**config.mk**
```make
export PLATFORM = sky130hd
export DESIGN_NAME = audio_serial_port
export DESIGN_NICKNAME = d
export VERILOG_FILES = /design/src/rtl/asp_pkg.sv /design/src/rtl/asp_slot_tracker.sv /design/src/rtl/asp_rx.sv /design/src/rtl/asp_tx.sv /design/src/rtl/audio_serial_port.sv
export SDC_FILE = /design/constraint.sdc
export NUM_CORES = 1
export LEC_CHECK = 0
export BUFFER_PORTS_ARGS = -buffer_cell sky130_fd_sc_hd__buf_4
export CAP_MARGIN = 0
export CORE_MARGIN = 4
export CORE_UTILIZATION = 54
export DETAILED_ROUTE_END_ITERATION = 8
export PLACE_DENSITY = 0.77
export SETUP_SLACK_MARGIN = 0.4
export SYNTH_ARGS = -nofsm -noshare
export SYNTH_HDL_FRONTEND = slang
export SYNTH_SLANG_ARGS = --single-unit
```
**constraint.sdc**
```tcl
create_clock -name bclk_i -period 5.8 [get_ports bclk_i]
set_input_delay 0.87 -clock bclk_i [delete_from_list [all_inputs] [get_ports bclk_i]]
set_output_delay 0.87 -clock bclk_i [all_outputs]
set_load 0.05 [all_outputs]
```
**src/rtl/asp_pkg.sv**
```systemverilog
package asp_pkg;

  typedef enum logic [1:0] {
    FRM_I2S = 2'd0,
    FRM_MSB = 2'd1,
    FRM_LSB = 2'd2
  } frame_e;

  typedef struct packed {
    frame_e     tx;
    frame_e     rx;
    logic [4:0] lsb_bits;
  } port_cfg_t;

  function automatic port_cfg_t decode_fmt(input logic [2:0] f);
    port_cfg_t c;
    c.tx       = FRM_MSB;
    c.rx       = FRM_LSB;
    c.lsb_bits = 5'd20;
    case (f)
      3'd0: begin c.tx = FRM_I2S; c.rx = FRM_I2S; end
      3'd1: begin c.tx = FRM_LSB; c.lsb_bits = 5'd16; end
      3'd2: begin c.tx = FRM_LSB; c.lsb_bits = 5'd18; end
      3'd3: begin c.tx = FRM_LSB; c.lsb_bits = 5'd20; end
      3'd4: begin c.rx = FRM_MSB; end
      3'd5: c.lsb_bits = 5'd16;
      3'd6: c.lsb_bits = 5'd18;
      default: c.lsb_bits = 5'd20;
    endcase
    return c;
  endfunction

endpackage

```
**src/rtl/asp_slot_tracker.sv**
```systemverilog
module asp_slot_tracker #(
  parameter int POS_W = 6
) (
  input  logic             clk_i,
  input  logic             rst_ni,
  input  logic             ws_i,
  output logic             ws_q_o,
  output logic             edge_o,
  output logic [POS_W-1:0] pos_o,
  output logic [POS_W-1:0] pos_nxt_o,
  output logic [POS_W-1:0] last_pos_o,
  output logic             seen_one_o,
  output logic             locked_o
);
  localparam logic [POS_W-1:0] POS_MAX = '1;

  logic       primed;
  logic [1:0] edges;

  always_comb begin
    edge_o    = primed & (ws_i ^ ws_q_o);
    pos_nxt_o = edge_o ? '0 : ((pos_o == POS_MAX) ? POS_MAX : pos_o + 1'b1);
  end

  // pos: slot position of the bit sampled at the last rising edge
  always_ff @(posedge clk_i or negedge rst_ni) begin
    if (!rst_ni) begin
      primed     <= 1'b0;
      ws_q_o     <= 1'b0;
      pos_o      <= POS_MAX;
      last_pos_o <= '0;
      edges      <= 2'd0;
    end else begin
      primed <= 1'b1;
      ws_q_o <= ws_i;
      pos_o  <= pos_nxt_o;
      if (edge_o) begin
        last_pos_o <= pos_o;
        if (edges != 2'd2) edges <= edges + 2'd1;
      end
    end
  end

  assign seen_one_o = (edges != 2'd0);
  assign locked_o   = (edges == 2'd2);

  a_r9_lock_after_edge: assert property (@(posedge clk_i) disable iff (!rst_ni)
    $rose(locked_o) |-> $past(edge_o));

endmodule

```
**src/rtl/asp_rx.sv**
```systemverilog
module asp_rx
  import asp_pkg::*;
#(
  parameter int SW    = 20,
  parameter int POS_W = 6
) (
  input  logic             clk_i,
  input  logic             rst_ni,
  input  frame_e           frame_i,
  input  logic [4:0]       nbits_i,
  input  logic             sdi_i,
  input  logic             ws_i,
  input  logic             ws_q_i,
  input  logic             edge_i,
  input  logic [POS_W-1:0] pos_nxt_i,
  input  logic             seen_one_i,
  output logic [SW-1:0]    left_o,
  output logic [SW-1:0]    right_o,
  output logic             left_vld_o,
  output logic             right_vld_o
);
  localparam int IW = $clog2(SW);

  logic [SW-1:0] sr;
  logic [SW-1:0] lsb_word, word;
  logic          done, is_left;

  always_comb begin
    for (int i = 0; i < SW; i++)
      lsb_word[i] = (i < int'(nbits_i)) ? sr[i] : sr[IW'(nbits_i) - IW'(1)];
    done    = 1'b0;
    is_left = 1'b0;
    word    = {sr[SW-2:0], sdi_i};
    case (frame_i)
      FRM_I2S: begin
        done    = (pos_nxt_i == POS_W'(SW));
        is_left = ~ws_i;
      end
      FRM_MSB: begin
        done    = (pos_nxt_i == POS_W'(SW - 1));
        is_left = ws_i;
      end
      default: begin
        // slot just ended; sr still holds its last bits
        done    = edge_i & seen_one_i;
        is_left = ws_q_i;
        word    = lsb_word;
      end
    endcase
  end

  always_ff @(posedge clk_i or negedge rst_ni) begin
    if (!rst_ni) begin
      sr          <= '0;
      left_o      <= '0;
      right_o     <= '0;
      left_vld_o  <= 1'b0;
      right_vld_o <= 1'b0;
    end else begin
      sr          <= {sr[SW-2:0], sdi_i};
      left_vld_o  <= done & is_left;
      right_vld_o <= done & ~is_left;
      if (done && is_left)  left_o  <= word;
      if (done && !is_left) right_o <= word;
    end
  end

  a_r8_left_pulse: assert property (@(posedge clk_i) disable iff (!rst_ni)
    left_vld_o |=> !left_vld_o);
  a_r8_left_hold: assert property (@(posedge clk_i) disable iff (!rst_ni)
    (left_o != $past(left_o)) |-> left_vld_o);
  a_r8_right_hold: assert property (@(posedge clk_i) disable iff (!rst_ni)
    (right_o != $past(right_o)) |-> right_vld_o);
  a_r3_lsb_at_edge: assert property (@(posedge clk_i) disable iff (!rst_ni)
    (frame_i == FRM_LSB && (left_vld_o || right_vld_o)) |-> $past(edge_i));

endmodule

```
**src/rtl/asp_tx.sv**
```systemverilog
module asp_tx
  import asp_pkg::*;
#(
  parameter int SW    = 20,
  parameter int POS_W = 6
) (
  input  logic             clk_i,
  input  logic             rst_ni,
  input  frame_e           frame_i,
  input  logic [4:0]       nbits_i,
  input  logic             ws_q_i,
  input  logic [POS_W-1:0] pos_i,
  input  logic [POS_W-1:0] last_pos_i,
  input  logic             locked_i,
  input  logic [SW-1:0]    left_i,
  input  logic [SW-1:0]    right_i,
  output logic             sdo_o
);
  localparam int               IW      = $clog2(SW);
  localparam logic [POS_W-1:0] POS_MAX = '1;

  logic [SW-1:0]    word_q, cur;
  logic [POS_W-1:0] np, msb_idx, lsb_idx;
  logic             wrap, ws_pred, take_left;
  logic             msb_bit, lsb_bit, sign_bit, m_prev;

  // predict position and channel of the bit sampled at the next rising edge
  always_comb begin
    wrap      = locked_i && (pos_i == last_pos_i);
    np        = wrap ? '0 : ((pos_i == POS_MAX) ? POS_MAX : pos_i + 1'b1);
    ws_pred   = wrap ? ~ws_q_i : ws_q_i;
    take_left = (frame_i == FRM_I2S) ? ~ws_pred : ws_pred;
    cur       = (np == '0) ? (take_left ? left_i : right_i) : word_q;
    msb_idx   = POS_W'(SW - 1) - np;
    msb_bit   = (np < POS_W'(SW)) ? cur[msb_idx[IW-1:0]] : 1'b0;
    lsb_idx   = last_pos_i - np;
    sign_bit  = cur[IW'(nbits_i) - IW'(1)];
    lsb_bit   = (lsb_idx < POS_W'(nbits_i)) ? cur[lsb_idx[IW-1:0]] : sign_bit;
  end

  always_ff @(negedge clk_i or negedge rst_ni) begin
    if (!rst_ni) begin
      word_q <= '0;
      m_prev <= 1'b0;
      sdo_o  <= 1'b0;
    end else begin
      if (np == '0) word_q <= cur;
      m_prev <= msb_bit;
      if (!locked_i)                sdo_o <= 1'b0;
      else if (frame_i == FRM_I2S)  sdo_o <= m_prev;  // MSB stream delayed one bit
      else if (frame_i == FRM_MSB)  sdo_o <= msb_bit;
      else                          sdo_o <= lsb_bit;
    end
  end

  a_r9_quiet_unlocked: assert property (@(posedge clk_i) disable iff (!rst_ni)
    !locked_i |-> !sdo_o);

endmodule

```
**src/rtl/audio_serial_port.sv**
```systemverilog
module audio_serial_port
  import asp_pkg::*;
#(
  parameter int SAMPLE_W = 20,
  parameter int MAX_SLOT = 64
) (
  input  logic                bclk_i,
  input  logic                rst_ni,
  input  logic [2:0]          fmt_i,
  input  logic                ws_i,
  input  logic                sdi_i,
  input  logic [SAMPLE_W-1:0] tx_left_i,
  input  logic [SAMPLE_W-1:0] tx_right_i,
  output logic                sdo_o,
  output logic [SAMPLE_W-1:0] rx_left_o,
  output logic [SAMPLE_W-1:0] rx_right_o,
  output logic                rx_left_vld_o,
  output logic                rx_right_vld_o
);
  localparam int POS_W = $clog2(MAX_SLOT);

  port_cfg_t        cfg;
  logic             ws_q, ws_edge, seen_one, locked;
  logic [POS_W-1:0] pos, pos_nxt, last_pos;

  assign cfg = decode_fmt(fmt_i);

  asp_slot_tracker #(.POS_W(POS_W)) u_track (
    .clk_i      (bclk_i),
    .rst_ni     (rst_ni),
    .ws_i       (ws_i),
    .ws_q_o     (ws_q),
    .edge_o     (ws_edge),
    .pos_o      (pos),
    .pos_nxt_o  (pos_nxt),
    .last_pos_o (last_pos),
    .seen_one_o (seen_one),
    .locked_o   (locked)
  );

  asp_rx #(.SW(SAMPLE_W), .POS_W(POS_W)) u_rx (
    .clk_i       (bclk_i),
    .rst_ni      (rst_ni),
    .frame_i     (cfg.rx),
    .nbits_i     (cfg.lsb_bits),
    .sdi_i       (sdi_i),
    .ws_i        (ws_i),
    .ws_q_i      (ws_q),
    .edge_i      (ws_edge),
    .pos_nxt_i   (pos_nxt),
    .seen_one_i  (seen_one),
    .left_o      (rx_left_o),
    .right_o     (rx_right_o),
    .left_vld_o  (rx_left_vld_o),
    .right_vld_o (rx_right_vld_o)
  );

  asp_tx #(.SW(SAMPLE_W), .POS_W(POS_W)) u_tx (
    .clk_i      (bclk_i),
    .rst_ni     (rst_ni),
    .frame_i    (cfg.tx),
    .nbits_i    (cfg.lsb_bits),
    .ws_q_i     (ws_q),
    .pos_i      (pos),
    .last_pos_i (last_pos),
    .locked_i   (locked),
    .left_i     (tx_left_i),
    .right_i    (tx_right_i),
    .sdo_o      (sdo_o)
  );

endmodule

```
==> out/qor.yml <==
clocking:
  cts.sinks: 100
  numCtsBuffers: 9
  cts_hold_buffers: 0
  root_buffer: "clkbuf_8"
  cts_tree: "built"
  cts_buffer_depth: 2
  clock_latency_ns: 0.37
  path_clk_slew_ns: 0.10
  htreeDepth: 3
pwr:
  pwr_density_cell_nw_per_um2: 671
  clkPwrFrac: 0.098
  pwr-share-seq: 0.227
  p_leak_nw: 3.41
  ir_drop_uv: 499
  power.internal_mw: 2.76
  switchingPower_mw: 2.30
  p_sw_frac: 0.455
  power_frac_comb: 0.676
cells_and_area:
  fillers: 534
  syn2layout_area_growth_pct: 44.0
  multi_input_area_um2: 3010
  antennaDiodeCount: 0
  final_nets: 719
  drive_gt1_frac: 0.528
  regArea_um2: 2510
  final_cells: 792
  stdcell_area_um2: 7530
synth:
  yosysTopAreaCellShare: 0.344
  synth_edf_count: 0
  ys_seq_elements: 100
  syn_nets: 537
  synthTopCellsByArea: "dfrtp_1 34%, mux2_2 12%, dfrtn_1 11%"
  seq_area_frac_synth: 0.480
  synth_area_per_cell_um2: 10.9
  ys_async_sr_fraction: 1.00
  syn_inst: 478
  ys_types: 62
  ys.flop_type: "dfrtp_1"
  synth_warnings: 0
  syn_area_um2: 5230
  yosysTopAreaCell: "dfrtp_1"
sta:
  slew_headroom: 0.231
  hold_ws_ns: 0.406
  clock_skew_ns: 0.0320
  fin_ws_ns: -0.589
  hold_viol: 0
  tightestPinTransition_ns: 1.15
  slew_violations: 0
  setup_violations: 2
  rsz0062_at_grt: "true"
global_routing:
  track_usage: 0.268
  grt_max_degree: 79
  antenna_found_initial: 0
  grt_pass1_wl_mm: 23.7
  grt_pass1_vias: 4728
  grt-ovfl-total: 0
setup_path:
  reg2regPathDepth: 14
  critPathMaxFanout: 4
  start_kind: "flip-flop"
  reg2reg_from: "u_track.pos_o[5]"
  crit_required_ns: 3.29
  crit_type: "reg -> reg"
  rr_endpoint: "u_tx.sdo_o"
  critical_path.endpoint_type: "flip-flop"
  worstPathArrival_ns: 3.87
  reg2reg_setup_slack_ns: -0.59
worst_hold_path:
  hold-path-endpoint: "u_rx.sr[8]"
  whs_path_depth: 0
  hp-class: "reg -> reg"
  hp-start: "u_rx.sr[7]"
place:
  place.port_buffers: 89
  placedInstanceArea_um2: 6590
  dp.cells: 750
  finalWeightedCongestion: 0.909
  post-dp-hpwl_mm: 10.6
floorplanning:
  core.rowCount: 35
  boundaryPins: 90
  start_util: 0.561
  die_w_um: 106
  die_h_um: 106
  core_region_area_um2: 9330
  dieArea_um2: 11300
detailed_routing:
  wl_mm: 15.9
  vias: 4612
  drtPass1Iterations: 5
  drt_first_iter_violations: 290
  drc_errors: 0
  postRouteAntennaNets: 0
  viasPerCell: 5.82
  post_drt_wl_per_cell_um: 20.1
outcome:
  violations: "negative setup slack"
  outcome: "finished with violations"
run:
  max_cap_violations: 0
-- flip-flops by register name, indices dropped and copies added (netlist names), 2 cells and up --
| register | count |
|---|---|
| u_track.last_pos_o | 6 |
| u_track.edges | 2 |
| u_rx.right_o | 20 |
| u_rx.left_o | 20 |
| u_rx.sr | 20 |
| u_tx.word_q | 20 |
| u_track.pos_o | 6 |
-- cell families after synthesis --
group           count (synthesis)  share of synthesized area
compound gates                 90                      0.118
xor+xnor                       19                     0.0318
fa+ha+maj                      12                     0.0301
buf+inv                        35                     0.0309
flops                         100                      0.480
mux                            80                      0.177
other cells                     1                   0.000717
simple gates                  141                      0.132
-- per-layer routing --
metal  part of all wire  up-vias  global-route usage
met2               0.51      206               0.471
met1               0.37     2279               0.310
li1                   -     2067                   -
met5                  0        -                   0
met4              0.042        0              0.0950
met3              0.074       60              0.0808
-- Yosys cell counts (3+ instances only) --
| library cell | instances |
|---|---|
| a211oi_1 | 3 |
| a21o_1 | 5 |
| a21oi_1 | 16 |
| a311oi_1 | 4 |
| a31oi_1 | 7 |
| and2_1 | 4 |
| buf_1 | 3 |
| buf_2 | 6 |
| clkbuf_1 | 11 |
| dfrtn_1 | 22 |
| dfrtp_1 | 72 |
| dfstp_2 | 6 |
| ha_1 | 11 |
| inv_1 | 11 |
| mux2_2 | 56 |
| mux2i_1 | 19 |
| mux4_2 | 4 |
| nand2_1 | 48 |
| nand2b_1 | 10 |
| nand3_1 | 14 |
| nand4_1 | 3 |
| nor2_1 | 31 |
| nor3_1 | 11 |
| nor4b_1 | 3 |
| o21a_1 | 3 |
| o21ai_0 | 24 |
| o21ai_1 | 4 |
| o31ai_1 | 5 |
| or2_2 | 3 |
| xnor2_1 | 11 |
| xor2_1 | 8 |
-- cell type report --
class | instances | area share
clock buffer | 9 | 0.0164
inverter | 11 | 0.00548
timing repair buffer | 195 | 0.213
tap | 129 | 0.0214
clock inverter | 5 | 0.0115
multi-input combinational | 343 | 0.399
sequential | 100 | 0.333
-- how the worst max path moves through the flow --
| stage | cells past startpoint | slack (ns) | endpoint | startpoint |
|---|---|---|---|---|
| after floorplan | 16 | -0.41 | u_tx.sdo_o | u_track.pos_o[2] |
| after detailed placement | 12 | -0.63 | u_tx.sdo_o | fmt_i[0] |
| after CTS | 15 | -0.44 | u_tx.sdo_o | u_track.pos_o[1] |
| after global routing | 15 | -0.69 | u_tx.sdo_o | u_track.pos_o[5] |
| after global placement | 14 | -0.54 | u_tx.sdo_o | u_track.pos_o[1] |
| final | 14 | -0.59 | u_tx.sdo_o | u_track.pos_o[5] |
-- layout by cell type (no fill, tap or decap), types with 8 or more instances in the layout --
cell / count
mux2_2: 56
buf_4: 175
nor3_1: 8
mux2i_1: 17
nand2b_1: 8
nand3_1: 12
a21oi_1: 13
buf_6: 12
nor2_1: 24
nand2_1: 43
dfrtp_1: 72
clkbuf_8: 9
o21ai_0: 17
dfrtn_1: 22
-- stage by stage --
step	utilization	power [mW]	worst slack (ns)	setup TNS, ns
finish	0.808	5.06	-0.589	-1.08
global route	0.808	5.32	-0.695	-1.28
CTS	0.753	4.64	-0.436	-0.656
detailed placement	0.706	3.87	-0.634	-1.16
global placement	0.706	3.78	-0.542	-0.952
floorplan	-	2.89	-0.408	-0.610
-- power groups by stage --
stage | Clock, mW | Sequential (mW) | Combinational (mW)
after global routing | 0.533 | 1.17 | 3.61
after floorplan | 0 | 1.61 | 1.29
after CTS | 0.502 | 1.12 | 3.02
after global placement | 0 | 1.11 | 2.67
after detailed placement | 0 | 1.13 | 2.74
final | 0.493 | 1.15 | 3.42
-- repair_timing --
item                       4_1_cts  5_1_grt
setup endpoints to repair       10       15
cloned                           0        2
buffers inserted                 8       18
pin swaps                       16       23
resized for setup               30       66
-- critical path, stage by stage, from the launching register on --
cell      delay (ns)
dfstp_2         0.61
xor2_4          0.10
or3_4           0.42
nor2_4          0.16
nor2_4          0.05
ha_2            0.19
inv_2           0.06
fa_2            0.49
buf_12          0.16
buf_6           0.12
nor4b_2         0.30
o31a_1          0.20
nor3_2          0.05
nor4b_1         0.32
o2111a_1        0.26
Power figures use the tool's default switching activity.
